$ cat config.mk
export PLATFORM = sky130hd
export DESIGN_NAME = blk3d_addr_gen
export DESIGN_NICKNAME = d
export VERILOG_FILES = /design/src/rtl/blk3d_addr_gen.sv
export SDC_FILE = /design/constraint.sdc
export NUM_CORES = 1
export LEC_CHECK = 0
export BUFFER_PORTS_ARGS = -buffer_cell sky130_fd_sc_hd__buf_2
export CORE_MARGIN = 2
export CORE_UTILIZATION = 30
export CTS_BUF_LIST = sky130_fd_sc_hd__clkbuf_2 sky130_fd_sc_hd__clkbuf_4 sky130_fd_sc_hd__clkbuf_8
export DETAILED_ROUTE_END_ITERATION = 10
export HOLD_SLACK_MARGIN = 0.06
export PLACE_DENSITY = 0.57
export SYNTH_ARGS = -nofsm -noshare
export SYNTH_HDL_FRONTEND = slang
export SYNTH_SLANG_ARGS = --single-unit
$ cat constraint.sdc
create_clock -name clk -period 5.5 [get_ports clk]
set_input_delay 0 -clock clk [delete_from_list [all_inputs] [get_ports clk]]
set_output_delay 0 -clock clk [all_outputs]
set_load 0.005 [all_outputs]
$ cat src/rtl/blk3d_addr_gen.sv
module blk3d_addr_gen #(
  parameter int  SIZE_MAX = 5,
  parameter bit  OUT_REG  = 1'b1
) (
  input  logic        clk,
  input  logic        rst_n,
  input  logic        in_valid,
  input  logic [63:0] coord,
  input  logic [2:0]  size_code,
  input  logic [1:0]  elem_sel,
  output logic        out_valid,
  output logic [63:0] offset,
  output logic        invalid_size
);
  localparam int W       = 64;
  localparam int HI_BASE = 17;
  localparam int XH_SRC  = 17;
  localparam int YH_SRC  = 39;
  localparam int FIX_W   = 17;

  logic          size_bad;
  logic [2:0]    n_eff;
  logic [W-1:0]  hi_mask, x_hi, y_hi, z_hi, idx, scaled;

  assign size_bad = size_code > 3'(SIZE_MAX);
  assign n_eff    = size_bad ? 3'(SIZE_MAX) : size_code;
  assign hi_mask  = (64'd1 << n_eff) - 64'd1;
  assign x_hi     = (coord >> XH_SRC) & hi_mask;
  assign y_hi     = ((coord >> YH_SRC) & hi_mask) << n_eff;
  assign z_hi     = {60'd0, coord[63:60]} << {n_eff, 1'b0};

  assign idx = ((x_hi | y_hi | z_hi) << HI_BASE)
             | {{(W-FIX_W){1'b0}}, coord[59:56], coord[38:35], coord[16:13],
                coord[55], coord[34:33], coord[12:11]};

  always_comb begin
    case (elem_sel)
      2'd0:    scaled = idx;
      2'd1:    scaled = idx << 1;
      default: scaled = idx << 2;
    endcase
  end

  generate
    if (OUT_REG) begin : g_reg
      always_ff @(posedge clk) begin
        if (!rst_n) begin
          out_valid    <= 1'b0;
          offset       <= '0;
          invalid_size <= 1'b0;
        end else begin
          out_valid <= in_valid;
          if (in_valid) begin
            offset       <= scaled;
            invalid_size <= size_bad;
          end
        end
      end


      valid_follow_chk: assert property (@(posedge clk) disable iff (!rst_n)
        in_valid |=> out_valid);

      valid_drop_chk: assert property (@(posedge clk) disable iff (!rst_n)
        !in_valid |=> !out_valid);

      low_bits_chk: assert property (@(posedge clk) disable iff (!rst_n)
        (in_valid && elem_sel == 2'd0) |=> offset[1:0] == $past(coord[12:11]));

      word_align_chk: assert property (@(posedge clk) disable iff (!rst_n)
        (in_valid && elem_sel[1]) |=> offset[1:0] == 2'b00);

      half_align_chk: assert property (@(posedge clk) disable iff (!rst_n)
        (in_valid && elem_sel == 2'd1) |=> offset[0] == 1'b0);

      clamp_flag_chk: assert property (@(posedge clk) disable iff (!rst_n)
        (in_valid && size_code > 3'd5) |=> invalid_size);

      offset_range_chk: assert property (@(posedge clk) disable iff (!rst_n)
        out_valid |-> offset[63:33] == '0);
    end else begin : g_comb
      assign out_valid    = in_valid;
      assign offset       = scaled;
      assign invalid_size = size_bad;
    end
  endgenerate
endmodule

==> results by group <==
Drt
  – Vias per Instance: between 5 and 6
  – Antenna Nets Post-Route: 0
  – Via count: ~4,000
  – Iteration-0 DRC Markers: between 300 and 400
  – Wire per inst: ~18 microns
  – 1st-pass router iterations: 6
  – DR DRC count: 0
  – Post-Route WL: 13,680 microns

Finish
  – Total Nets Final: 657
  – Area delta synth->final: 27.24%
  – Reg area: 1321 sq um
  – Final Instance Area: a little under 5000 sq um
  – Multi-input gate area: about 2300 sq um
  – FILL cells: approximately 1,300
  – Final Util: ~39%
  – N_diodes: 0
  – Layout cell share with drive strength beyond 1: approximately a quarter

Job
  – Max cap viols: 0

Timing
  – Setup violators final: 0
  – Worst slew pin tran: about 980 ps
  – Slew Viols, Final: 0
  – Max Fclk: approximately 0.38 GHz
  – RSZ-0062 raised after global routing: false
  – Tcrit/Tclk final: about half
  – Worst Skew: 0 ps
  – Max-slew headroom: about 34%
  – PnR worst setup slack: ~2800 ps
  – Setup TNS: 0 ps
  – Crit path time final: 2663 ps
  – Hold Fails Final Rpt: 0

Synthesis
  – Most frequent cell after synthesis: dfxtp_1
  – Synthesized area: between 3000 and 4000 sq um
  – Most frequent cells after synthesis: dfxtp_1, nor2_1, nand2_1
  – Register bit total from synthesis: 66
  – Register area share after synthesis: 34.86%
  – Post-synth cell types: 58
  – Net count after synthesis: 544
  – Post-Syn Area per Cell: 8.064 sq um
  – Number of flops mapped to enable cells by yosys: 0
  – Synth Warn #: 0
  – Post-synth top area cell: dfxtp_1
  – FFs w/ async S/R, synth: 0%
  – Top_reg_cell synth: dfxtp_1
  – Synth area leaders: dfxtp_1, mux2i_1, nor2_1, o21ai_0, nand2_1
  – Yosys top cell area share: about a third
  – Gate Count Post-Synth: 470

Place
  – Hpwl dp: between 9000 and 10,000 microns
  – Number of I/O port buffers: about 120
  – Pre-CTS WS: 2490 ps
  – Dpl cell area: between 4000 and 5000 sq um
  – Gpl congestion: between 0.9 and 1

Worst setup path
  – Worst endpoint required time: 5710 ps
  – WP data arrival: between 2000 and 3000 ps
  – Slowest CP cell: nor3b_4
  – Slowest stage delay, CP: roughly 540 ps
  – Worst Setup Start Kind: input port
  – Setup Crit Path Kind: input port to flip-flop
  – Crit end category: flip-flop
  – Crit-path max FO: 34
  – CP cell instances: buf_2 -> nor3b_4 -> inv_2 -> ha_1 -> and3_1 -> or4_1 -> o211a_2 -> a222oi_1 -> a21oi_1

Clock network
  – Sink Count: 66
  – Post-CTS resize count: 0
  – TritonCTS Buffers: 9
  – Clock transition at path regs: around 70 ps
  – Clk_lat worst skew: 350 ps
  – CTS tree: done
  – Root Buffer: clkbuf_8
  – Clock buffer depth: 2
  – H-tree depth: 3

Floorplanning
  – Initial Utilization: between 30% and 40%
  – Die X: ~120 microns
  – Die Y: between 100 and 150 microns
  – Die area: 13,550 sq um
  – I/O pins: roughly 140
  – Site Rows: 41
  – Core area: ~12,000 sq um

Global routing
  – Total track usage: around a fifth
  – Initial antenna violation count: 0
  – First-pass GRT wire length: between 20,000 and 25,000 microns
  – Largest net degree at the start of global routing: between 50 and 60
  – Remaining Overflow, GRT: 0
  – Vias in the first global route: around 3,800

Power and ir drop
  – Comb pwr share: 21.9%
  – Internal power: around 800 uW
  – Clk network pwr share: between 30% and 40%
  – Leak: 0.002147 uW
  – Pwr Density: roughly 240 nW/um^2
  – Sw frac: between 30% and 40%
  – Reg power frac: between 40% and 50%
  – Switching Power: 350.2 uW
  – Peak supply drop: 0.0001142 V

Outcome
  – Status: completed

Min path
  – Hold WC Path Type: input port to flip-flop
==> metrics by stage <==
step | power [uW] | cells | hold WS, ps
finish | 1149 | 759 | 81.81
global route | 1206 | 759 | 138.7
CTS | 1155 | 759 | 73.42
detailed placement | 761.8 | 724 | 280.4
global placement | 759.4 | 724 | 275.6
floorplan | 669.3 | 470 | 125.7
==> power by group through the flow <==
stage               clock [uW]  sequential, uW  combinational (uW)
finish                     383             515                 252
global route               411             517                 278
CTS                        392             515                 248
detailed placement           0             526                 236
global placement             0             525                 234
floorplan                    0             527                 143
==> metal layers <==
layer	share of wire, %	vias up	wire [microns]	track usage, %
met1	46	1952	6339	27.45
met3	7.2	25	989	4.411
met4	2.3	0	316	8.333
met2	44	165	6036	30.74
met5	0	-	0	0
li1	-	1965	-	-
==> final cells by class <==
cell class                 instances  area share, %
clock buffer                      13          3.451
clock inverter                     2         0.2595
inverter                          10         0.7784
multi-input combinational        357          47.04
sequential                        66          27.40
tap                              172          4.463
timing repair buffer             139          16.61
==> cell usage in the layout, fill, tap and decap left out, types with 9 or more instances in the layout <==
cell,n
a21oi_1,26
a22oi_1,13
buf_2,117
clkbuf_8,11
dfxtp_1,66
dlygate4sd3_1,20
mux2i_1,43
nand2_1,48
nand3_1,11
nor2_1,55
nor2b_1,11
nor3_1,9
o21ai_0,36
==> worst paths after layout <==
kind,startpoint,end,slack [ps],depth (start not counted)
worst max-delay path,size_code[0],offset[20],2840,9
worst min-delay path,coord[57],offset[16],80,5
worst max register to register,offset[18],offset[18],4300,3
worst min register to register,offset[46],offset[46],450,2
==> critical path, delay by kind of cell <==
family | cells | cell delay [ps]
AND/OR/NAND/NOR | 3 | 1220
adder cells (fa/ha/maj) | 1 | 420
buffers and inverters | 2 | 620
AO/OA/AOI/OAI | 3 | 590
==> cell families (layout without fill, tap and decap cells) <==
group | count (synthesis) | after routing | synth area share, %
other | 2 | 2 | 0.1982
multiplexers | 45 | 45 | 12.05
adder cells (fa/ha/maj) | 2 | 2 | 0.6602
XOR/XNOR | 2 | 2 | 0.4623
buffers and inverters | 47 | 164 | 5.282
flip-flops | 66 | 66 | 34.86
AND/OR/NAND/NOR | 154 | 154 | 18.72
AO/OA/AOI/OAI | 152 | 152 | 27.76
==> state kept, by name (all words and copies together), names as in the netlist <==
register and count:
invalid_size 1, offset 64, out_valid 1
==> repair_timing <==
action                    4_1_cts  5_1_grt
hold buffers                   20        0
hold endpoints to repair       33        0
buffers inserted                0        0
Power figures use the tool's default switching activity.
